## src/rtl/ssx_pkg.sv

```systemverilog
package ssx_pkg;

    localparam int RATIO_W = 9;
    localparam int SEL_W   = 4;

    typedef enum logic [1:0] {
        ST_IDLE  = 2'd0,
        ST_LEAD  = 2'd1,
        ST_TRAIL = 2'd2
    } ssx_state_e;

    function automatic logic [RATIO_W-1:0] ssx_ratio(input logic [SEL_W-1:0] sel);
        logic [RATIO_W-1:0] r;
        case (sel)
            4'd0:    r = 9'd28;
            4'd1:    r = 9'd40;
            4'd2:    r = 9'd48;
            4'd3:    r = 9'd64;
            4'd4:    r = 9'd80;
            4'd5:    r = 9'd100;
            4'd6:    r = 9'd112;
            4'd7:    r = 9'd128;
            4'd8:    r = 9'd56;
            4'd9:    r = 9'd80;
            4'd10:   r = 9'd96;
            4'd11:   r = 9'd128;
            4'd12:   r = 9'd160;
            4'd13:   r = 9'd200;
            4'd14:   r = 9'd224;
            default: r = 9'd256;
        endcase
        return r;
    endfunction

endpackage

```

## src/rtl/ssx_divider.sv

```systemverilog
module ssx_divider
    import ssx_pkg::*;
#(
    parameter int unsigned SCALE_SHIFT = 0
) (
    input  logic             clk,
    input  logic             rst_n,
    input  logic [SEL_W-1:0] sel,
    input  logic             restart,
    output logic             tick
);
    localparam int HALF_W = RATIO_W - 1;

    logic [RATIO_W-1:0] ratio;
    logic [RATIO_W-1:0] scaled;
    logic [HALF_W-1:0]  half_len;
    logic [HALF_W-1:0]  cnt_q;

    // Half-cell length; never allowed to collapse to zero.
    always_comb begin
        ratio    = ssx_ratio(sel);
        scaled   = ratio >> (SCALE_SHIFT + 1);
        half_len = scaled[HALF_W-1:0];
        if (half_len == '0) begin
            half_len = HALF_W'(1);
        end
    end

    always_ff @(posedge clk or negedge rst_n) begin
        if (!rst_n) begin
            cnt_q <= '0;
        end else if (restart || (cnt_q == '0)) begin
            cnt_q <= half_len - HALF_W'(1);
        end else begin
            cnt_q <= cnt_q - HALF_W'(1);
        end
    end

    assign tick = !restart && (cnt_q == '0);

    // consecutive ticks are a full half cell apart.
    a_r2_tick_gap: assert property (@(posedge clk) disable iff (!rst_n)
        (tick && (half_len > HALF_W'(1))) |=> !tick);

endmodule

```

## src/rtl/ssx_txq.sv

```systemverilog
module ssx_txq #(
    parameter int DATA_W = 8
) (
    input  logic              clk,
    input  logic              rst_n,
    input  logic              wr,
    input  logic [DATA_W-1:0] wdata,
    input  logic              lsb_first,
    input  logic              take,
    output logic [DATA_W-1:0] hold_q,
    output logic              full_q
);
    logic [DATA_W-1:0] wrev;

    // Stored pre-reversed for LSB-first so the shifter always emits its MSB.
    always_comb begin
        for (int i = 0; i < DATA_W; i++) begin
            wrev[i] = wdata[DATA_W-1-i];
        end
    end

    always_ff @(posedge clk or negedge rst_n) begin
        if (!rst_n) begin
            hold_q <= '0;
            full_q <= 1'b0;
        end else if (wr && !full_q) begin
            hold_q <= lsb_first ? wrev : wdata;
            full_q <= 1'b1;
        end else if (take) begin
            full_q <= 1'b0;
        end
    end

    // a write arriving while full leaves the queued byte untouched.
    a_r8_drop_when_full: assert property (@(posedge clk) disable iff (!rst_n)
        (wr && full_q) |=> $stable(hold_q));

    // the controller only takes a byte that is present.
    a_r8_take_needs_full: assert property (@(posedge clk) disable iff (!rst_n)
        take |-> full_q);

endmodule

```

## src/rtl/ssx_rxbuf.sv

```systemverilog
module ssx_rxbuf #(
    parameter int DATA_W = 8
) (
    input  logic              clk,
    input  logic              rst_n,
    input  logic              done,
    input  logic [DATA_W-1:0] frame,
    input  logic              lsb_first,
    input  logic              rd,
    output logic [DATA_W-1:0] data_q,
    output logic              full_q,
    output logic              ovr_q
);
    logic [DATA_W-1:0] frev;
    logic [DATA_W-1:0] value;
    logic              accept;

    always_comb begin
        for (int i = 0; i < DATA_W; i++) begin
            frev[i] = frame[DATA_W-1-i];
        end
        value  = lsb_first ? frev : frame;
        accept = done && (!full_q || rd);
    end

    always_ff @(posedge clk or negedge rst_n) begin
        if (!rst_n) begin
            data_q <= '0;
            full_q <= 1'b0;
            ovr_q  <= 1'b0;
        end else begin
            if (accept) begin
                data_q <= value;
                full_q <= 1'b1;
            end else if (rd) begin
                full_q <= 1'b0;
            end
            if (done && full_q && !rd) begin
                ovr_q <= 1'b1;
            end else if (rd) begin
                ovr_q <= 1'b0;
            end
        end
    end

    // on overrun the older byte survives and the flag rises.
    a_r12_keep_old: assert property (@(posedge clk) disable iff (!rst_n)
        (done && full_q && !rd) |=> ($stable(data_q) && ovr_q));

    // an overrun is only reported alongside an unread byte.
    a_r12_ovr_with_full: assert property (@(posedge clk) disable iff (!rst_n)
        ovr_q |-> full_q);

endmodule

```

## src/rtl/ssx_master.sv

```systemverilog
module ssx_master
    import ssx_pkg::*;
#(
    parameter int          DATA_W      = 8,
    parameter int unsigned SCALE_SHIFT = 0
) (
    input  logic                      clk,
    input  logic                      rst_n,
    input  logic [3:0]                div_sel,
    input  logic                      lsb_first,
    input  logic                      clk_idle_low,
    input  logic                      tx_wr,
    input  logic [DATA_W-1:0]         tx_wdata,
    output logic [DATA_W-1:0]         tx_hold_rd,
    input  logic                      rx_rd,
    output logic [DATA_W-1:0]         rx_data,
    output logic                      tx_empty,
    output logic                      tx_end,
    output logic                      rx_full,
    output logic                      overrun,
    output logic [$clog2(DATA_W)-1:0] bits_left,
    output logic                      sck,
    output logic                      sdo,
    input  logic                      sdi
);
    localparam int CNT_W = $clog2(DATA_W);

    ssx_state_e        state_q, state_d;
    logic [DATA_W-1:0] shift_q;
    logic [DATA_W-1:0] rx_word;
    logic [DATA_W-1:0] tx_hold;
    logic [CNT_W-1:0]  bits_q;
    logic              act_q;
    logic              sdo_q;
    logic              tx_end_q;
    logic              tx_full;
    logic              tick;
    logic              restart;
    logic              last_bit;
    logic              done;
    logic              take;

    ssx_divider #(
        .SCALE_SHIFT (SCALE_SHIFT)
    ) u_div (
        .clk     (clk),
        .rst_n   (rst_n),
        .sel     (div_sel),
        .restart (restart),
        .tick    (tick)
    );

    ssx_txq #(
        .DATA_W (DATA_W)
    ) u_txq (
        .clk       (clk),
        .rst_n     (rst_n),
        .wr        (tx_wr),
        .wdata     (tx_wdata),
        .lsb_first (lsb_first),
        .take      (take),
        .hold_q    (tx_hold),
        .full_q    (tx_full)
    );

    ssx_rxbuf #(
        .DATA_W (DATA_W)
    ) u_rxb (
        .clk       (clk),
        .rst_n     (rst_n),
        .done      (done),
        .frame     (rx_word),
        .lsb_first (lsb_first),
        .rd        (rx_rd),
        .data_q    (rx_data),
        .full_q    (rx_full),
        .ovr_q     (overrun)
    );

    always_comb begin
        restart  = (state_q == ST_IDLE);
        last_bit = (bits_q == CNT_W'(1));
        rx_word  = {shift_q[DATA_W-2:0], sdi};
        done     = (state_q == ST_TRAIL) && tick && last_bit;
        take     = ((state_q == ST_IDLE) && tx_full) || (done && tx_full);
    end

    // Next-state logic.
    always_comb begin
        state_d = state_q;
        unique case (state_q)
            ST_IDLE: begin
                if (tx_full) state_d = ST_LEAD;
            end
            ST_LEAD: begin
                if (tick) state_d = ST_TRAIL;
            end
            ST_TRAIL: begin
                if (tick) state_d = (last_bit && !tx_full) ? ST_IDLE : ST_LEAD;
            end
            default: state_d = ST_IDLE;
        endcase
    end

    // State register.
    always_ff @(posedge clk or negedge rst_n) begin
        if (!rst_n) state_q <= ST_IDLE;
        else        state_q <= state_d;
    end

    // Outputs and datapath.
    always_ff @(posedge clk or negedge rst_n) begin
        if (!rst_n) begin
            shift_q  <= '0;
            bits_q   <= '0;
            act_q    <= 1'b0;
            sdo_q    <= 1'b1;
            tx_end_q <= 1'b0;
        end else begin
            unique case (state_q)
                ST_IDLE: begin
                    if (tx_full) begin
                        shift_q <= tx_hold;
                        bits_q  <= '0;
                    end
                end
                ST_LEAD: begin
                    if (tick) begin
                        act_q <= 1'b1;
                        sdo_q <= shift_q[DATA_W-1];
                    end
                end
                ST_TRAIL: begin
                    if (tick) begin
                        act_q  <= 1'b0;
                        bits_q <= bits_q - CNT_W'(1);
                        if (last_bit && tx_full) shift_q <= tx_hold;
                        else                     shift_q <= rx_word;
                    end
                end
                default: ;
            endcase
            if (tx_wr && !tx_full) begin
                tx_end_q <= 1'b0;
            end else if (done && !tx_full) begin
                tx_end_q <= 1'b1;
            end
        end
    end

    assign sck        = clk_idle_low ? act_q : ~act_q;
    assign sdo        = sdo_q;
    assign tx_end     = tx_end_q;
    assign tx_empty   = ~tx_full;
    assign tx_hold_rd = tx_hold;
    assign bits_left  = bits_q;

    // the counter rests at its full-frame value between frames.
    a_r7_idle_count: assert property (@(posedge clk) disable iff (!rst_n)
        (state_q == ST_IDLE) |-> (bits_q == '0));

    // clock and data move only on divider ticks.
    a_r4_hold_between_ticks: assert property (@(posedge clk) disable iff (!rst_n)
        !tick |=> ($stable(sdo_q) && $stable(act_q)));

    // no active clock level while idle.
    a_r3_idle_level: assert property (@(posedge clk) disable iff (!rst_n)
        (state_q == ST_IDLE) |-> !act_q);

    // transmit end and a queued byte never coexist.
    a_r10_end_excl: assert property (@(posedge clk) disable iff (!rst_n)
        !(tx_end_q && tx_full));

endmodule

```

## config.mk

```make
export PLATFORM = sky130hd
export DESIGN_NAME = ssx_master
export DESIGN_NICKNAME = d
export VERILOG_FILES = /design/src/rtl/ssx_pkg.sv /design/src/rtl/ssx_divider.sv /design/src/rtl/ssx_txq.sv /design/src/rtl/ssx_rxbuf.sv /design/src/rtl/ssx_master.sv
export SDC_FILE = /design/constraint.sdc
export NUM_CORES = 1
export LEC_CHECK = 0
export ABC_AREA = 1
export BUFFER_PORTS_ARGS = -buffer_cell sky130_fd_sc_hd__buf_4
export CORE_AREA = 2 2 106 67
export CTS_BUF_LIST = sky130_fd_sc_hd__clkbuf_4 sky130_fd_sc_hd__clkbuf_8
export CTS_CLUSTER_SIZE = 24
export DETAILED_ROUTE_END_ITERATION = 16
export DIE_AREA = 0 0 108 69
export GPL_ROUTABILITY_DRIVEN = 0
export SYNTH_ARGS = -nofsm -noshare
export SYNTH_HDL_FRONTEND = slang
export SYNTH_SLANG_ARGS = --single-unit
```

## constraint.sdc

```tcl
create_clock -name clk -period 1.56 [get_ports clk]
set_input_delay 0 -clock clk [delete_from_list [all_inputs] [get_ports clk]]
set_output_delay 0 -clock clk [all_outputs]
set_load 0.05 [all_outputs]
```

### After elaboration in Yosys (flattened, before gate mapping)

Memory sizes are Yosys's and may differ from the RTL's.
Cells that the tools add are included.

* equality and inequality tests: 6
* add/sub/neg operators: 3
* bitwise logic cells: 2
* multiplexer cells: 27
* reduce and logical (&&, ||, !) cells: 32

Operators with widths (number)
* two-way mux 8 bit: 7
* zero test 8 bit: 2
* one-hot mux 8 bit (2 select lines): 1
* subtractor 8 x 1 -> 8 bit (second input constant): 2
* logical AND 1 bit: 12
* nonzero test 2 bit: 6
* two-way mux 1 bit: 11
* AND reduction 3 bit: 3
* two-way mux 2 bit: 3
* two-way mux 3 bit: 2
* one-hot mux 2 bit (3 select lines): 1
* one-hot mux 3 bit (2 select lines): 1
* zero test 1 bit: 4
* inequality test 2 bit (second input constant): 2
* equality test 3 x 1 -> 1 bit (second input constant): 1
* logical OR 1 bit: 3
* subtractor 3 x 1 -> 3 bit (second input constant): 1
* equality test 2 x 1 -> 1 bit (second input constant): 1
* equality test 2 bit (second input constant): 1
* zero test 2 bit: 1
* inequality test 2 x 1 -> 1 bit (second input constant): 1
* inverter 1 bit: 2
* one-hot mux 1 bit (2 select lines): 1
* AND reduction 2 bit: 1

* bits in read-only memories: 112
* logic and storage cells: 83
* memories: 1
* output and inout bits: 25
* flip-flop bits (word level): 43
* input port bits: 19

Memory list
* (no name shown): depth 16, width 7, rd ports 1, clocked after memory_dff 0, wr ports 0, RTL line ssx_pkg.sv:14 `case (sel)`

### Longest topological paths before layout

* depth in word-level cells: 9
* gate-level depth with buffers: 14
* mapped depth without buffers: 14

### Modules after synthesis

From an unflattened synthesis, not the netlist that was laid out.

* cells, all modules: 384
* area, all modules: 2788.9 um^2

By module, submodules not included
* ssx_master: times used 1, area each 917.1 um^2, cells an instance 118
* ssx_divider: times used 1, area each 910.9 um^2, cells an instance 135
* ssx_rxbuf: times used 1, area each 496.7 um^2, cells an instance 68
* ssx_txq: times used 1, area each 464.2 um^2, cells an instance 63

### Worst setup path after synthesis

Ideal clock, no wire load.

* path kind: reg2reg
* from: register bits_q[0] (netlist: bits_left[0])
* to: register shift_q[4]
* period minus slack after synthesis: 1828 ps
* stages on the path, launching flop included: 8
* path slack: -268 ps
* arrival: 1701 ps
* library setup time: 127 ps
* path through: dfrtp_1 > ha_1 > nand2_1 > o21ai_2 > buf_2 > nand2_1 > o211ai_1 > o21ai_1

* longest elaborated chain between the ends: 5

Ends and longest elaborated chain
* start, declared: RTL line ssx_master.sv:32 `logic [CNT_W-1:0] bits_q;`
* start signal, assigned: RTL line ssx_master.sv:136 `bits_q <= bits_q - CNT_W'(1);`
* equality test 3 x 1 -> 1 bit: RTL line ssx_master.sv:82 `last_bit = (bits_q == CNT_W'(1));`
* logical AND 1 bit: RTL line ssx_master.sv:137 `if (last_bit && tx_full) shift_q <= tx_hold;`
* two-way mux 8 bit: RTL line ssx_master.sv:137
* two-way mux 8 bit: RTL line ssx_master.sv:134 `if (tick) begin`
* one-hot mux 8 bit (2 select lines): RTL line ssx_master.sv:120 `unique case (state_q)`
* end signal, assigned: RTL line ssx_master.sv:123 `shift_q <= tx_hold;`
* end signal, assigned: RTL line ssx_master.sv:137
* end signal, assigned: RTL line ssx_master.sv:138 `else shift_q <= rx_word;`
* end, declared: RTL line ssx_master.sv:29 `logic [DATA_W-1:0] shift_q;`

Every way passes these cells. The select of a mux whose other input is x is not followed.
A chain may end at the register's enable or synchronous reset.

### Worst setup path in the final report

* from: register u_div.cnt_q[5]
* to: register u_div.cnt_q[6]

* longest elaborated chain between the ends: 3
* elaborated cells between the ends (all ways): 4
* those cells by class: add/sub: 1; mux: 1; reduce/logical: 2

Ends and longest elaborated chain
* start, declared: RTL line ssx_divider.sv:17 `logic [HALF_W-1:0] cnt_q;`
* start signal, assigned: RTL line ssx_divider.sv:33 `cnt_q <= half_len - HALF_W'(1);`
* start signal, assigned: RTL line ssx_divider.sv:35 `cnt_q <= cnt_q - HALF_W'(1);`
* parallel branches: the longest is 2 deep, another holds subtractor 8 x 1 -> 8 bit
* two-way mux 8 bit (*): RTL line ssx_divider.sv:32 `end else if (restart || (cnt_q == '0)) begin`

Mark *: on every way between the ends.

==> results by group <==
Critical path
  • Worst Setup Start Kind: register
  • FF-to-FF End: u_div.cnt_q[6]
  • Worst path arrival time: 1.84 ns
  • Crit path from: u_div.cnt_q[5]
  • End point of the critical path: u_div.cnt_q[6]
  • Worst reg2reg path startpoint: u_div.cnt_q[5]
  • Worst Path Required: 1.75 ns
  • Setup crit end kind: register
  • CP Max Fanout: 2
  • R2r setup slk: -0.1 ns
  • FF-to-FF path depth: 12
  • WS Path Type: register to register

Routing
  • Via density: 4.55
  • WL final: 6310 um
  • DRT antenna net count: 0
  • Avg WL per Cell: 12.6 um
  • Via count: 2289
  • DRT Pass-1 Iters: 4
  • Remaining DRCs: 0
  • DRT iter0 DRCs: 114

Power
  • Pint: 3.25 mW
  • VDD IR max: 0.000793 V
  • Switch share: 44.7%
  • Sw power: 2.63 mW
  • PD cells: 1630 mW/mm^2
  • Clock Power Share: 13.4%
  • Power Total: 5.87 mW
  • Sequential share of power: 29.2%
  • Leak: 1.88 nW
  • Logic gate share of total power: 57.4%

Global route
  • Vias in the first global route: 2067
  • Pin count of the biggest net entering global routing: 44
  • Antenna violations before repair: 0
  • GRT Residual Overflow: 0
  • First-pass GRT wire length: 10300 um
  • GRT Resource Usage Total: 17.5%

Timing
  • Max Clk Rate: 0.603 GHz
  • Final hold vios: 0
  • Worst Skew: 0.00793 ns
  • Min cycle time layout: 1.66 ns
  • Least-Margin Pin Slew: 0.558 ns
  • Max Slew Vio Count: 0
  • Setup Viol. Count Final: 14
  • Period utilization: 106%
  • Setup ws final: -0.0988 ns
  • RSZ-0062 raised after global routing: yes
  • Fin Setup TNS: -0.873 ns
  • Relative slew slack: 62.8%

Synth
  • Post-synth EDFFs: 0
  • Yosys top cell by area: dfrtp_1
  • Syn Area/Cell: 7.77 um^2
  • Netlist cell types: 29
  • FFs w/ async S/R, synth: 100%
  • Dominant cells by area after synthesis: dfrtp_1 42%, nand2_1 14%, inv_1 6.6%
  • Net count after synthesis: 352
  • Yosys top cell area share: 41.7%
  • Post-synthesis cell area: 0.00252 mm^2
  • Main synth FF type: dfrtp_1
  • Post-synthesis register bit count: 43
  • Cells after synthesis: 324
  • Top post-synthesis cells by count: 94 x nand2_1, 44 x inv_1, 42 x dfrtp_1
  • Yosys warning total: 0
  • Top-count cell post-synth: nand2_1
  • Sequential area share after synthesis: 42.8%

Layout
  • Design Area, Final: 0.00360 mm^2
  • Layout cell share with drive strength beyond 1: 38.9%
  • Synth-to-Final Area Change: 43.0%
  • Final core utilization: 55.6%
  • Antenna cells: 0
  • Nets: 443

Clocking
  • H-tree depth: 2
  • Worst-path clk slew: 0.08 ns
  • Skew-Pair Late Insertion Delay: 0.30 ns
  • CTS tree: built
  • Clk sinks: 43
  • CTS buffer count: 5
  • Clk root buf: clkbuf_8
  • Worst-case clock buffer depth: 2

Floorplanning
  • Die X: 108 um
  • Die Area: 0.00745 mm^2
  • Starting density of the core: 38.9%
  • Ports: 44
  • Site Rows: 23
  • Vert. Die Dim: 69 um
  • Core area: 0.00647 mm^2

Hold path
  • Worst Hold Class: input port to register

Placed design
  • PortBufs: 43
  • Final HPWL DP: 4550 um
  • Pre-CTS WS: -0.184 ns
  • Placed cell areas: 0.00317 mm^2

Outcome
  • Failing checks: negative setup slack
  • Status: finished with violations

Flow run
  • Max-cap viol count: 0
## cell usage in the layout, fill, tap and decap left out, types with 2 or more instances in the layout
cell,count
nand2_2,19
nand2_8,2
o211ai_1,11
o21ai_0,24
xnor2_1,2
nor2_8,2
nand2_4,7
buf_12,2
nor2_4,8
inv_1,42
a21oi_1,11
buf_6,2
clkbuf_8,7
o21ai_1,8
clkinvlp_4,3
nor2_2,3
dlygate4sd3_1,7
ha_1,8
dfrtp_1,40
nand3_1,6
nand2_1,76
dfrtp_2,2
o21ai_2,11
inv_2,9
nor2_1,15
buf_4,77
## through the flow
| step | std cells | hold WS, ns |
|---|---|---|
| after floorplan | 324 | -0.296 |
| after global placement | 478 | 0.0306 |
| after detailed placement | 478 | 0.0302 |
| after CTS | 502 | 0.0264 |
| after global routing | 503 | 0.0629 |
| final | 503 | 0.0337 |
## final cells by class
cell class	instances	area, um^2
flip-flops and latches	43	1080
multi-input cells	222	1380
clock buffers	7	96.3
repair buffers	88	711
well taps	87	109
inverters	54	214
repair inverters	1	7.51
fillers	610	2880
clock inverters	1	7.51
## how the worst min path moves through the flow
stage / to / startpoint / cells past startpoint
2_1_floorplan: act_q / rst_n / 0
3_3_place_gp: u_rxb.ovr_q / rst_n / 1
3_5_place_dp: u_div.cnt_q[7] / rst_n / 1
4_1_cts: u_txq.hold_q[7] / tx_wdata[0] / 5
5_1_grt: u_txq.hold_q[5] / tx_wdata[2] / 5
6_report: u_txq.hold_q[7] / tx_wdata[0] / 5
## routing by layer
metal	global-route usage, %	vias up	share of wire (%)
li1	-	1204	-
met4	2.56	0	0.25
met5	0	-	0
met2	22.2	42	37
met1	29.9	1041	59
met3	3.78	2	3.6
## critical path, cell delays in order, from the launching register on
cell and delay [ns]:
dfrtp_1 0.39, nor2_1 0.13, nand2_2 0.09, nor2_4 0.16, nor2_4 0.05, nand2_2 0.06
a21boi_4 0.20, ha_4 0.17, nand2_4 0.06, nor2_4 0.10, nand2_1 0.05, nand2_1 0.05
nand2_1 0.05
## power groups by stage
stage	clock, mW	sequential (mW)	combinational (mW)
floorplan	0	2.06	1.41
global placement	0	1.73	2.82
detailed placement	0	1.73	2.83
CTS	0.809	1.71	3.14
global route	0.867	1.76	3.68
finish	0.786	1.72	3.37
## flip-flops by register name, summed over array words and instances (netlist names)
name and cells:
u_rxb.data_q 8, u_txq.hold_q 8, u_rxb.full_q 1, state_q 2, tx_end 1, u_rxb.ovr_q 1
act_q 1, sdo 1, shift_q 8, u_txq.full_q 1, bits_left 3, u_div.cnt_q 8
## kinds of logic (layout without fill, tap and decap cells)
| logic type | count (synthesis) | count (layout) | synth area share, % |
|---|---|---|---|
| adders and majority gates | 9 | 9 | 4.47 |
| AOI/OAI and AO/OA | 71 | 71 | 17.2 |
| DFF | 43 | 43 | 42.8 |
| xor gates and xnor gates | 3 | 3 | 1.04 |
| and+or+nand+nor | 137 | 139 | 24.6 |
| buffers and inverters | 61 | 151 | 9.89 |
## timing repair
item | 4_1_cts | 5_1_grt
setup buffers | 6 | 1
resized for setup | 29 | 17
hold buffers | 7 | 0
pin swaps | 5 | 5
hold endpoints to repair | 52 | 0
setup endpoints to repair | 25 | 30
gates cloned | 3 | 0
Note: power is estimated with default switching activity, not from simulation.
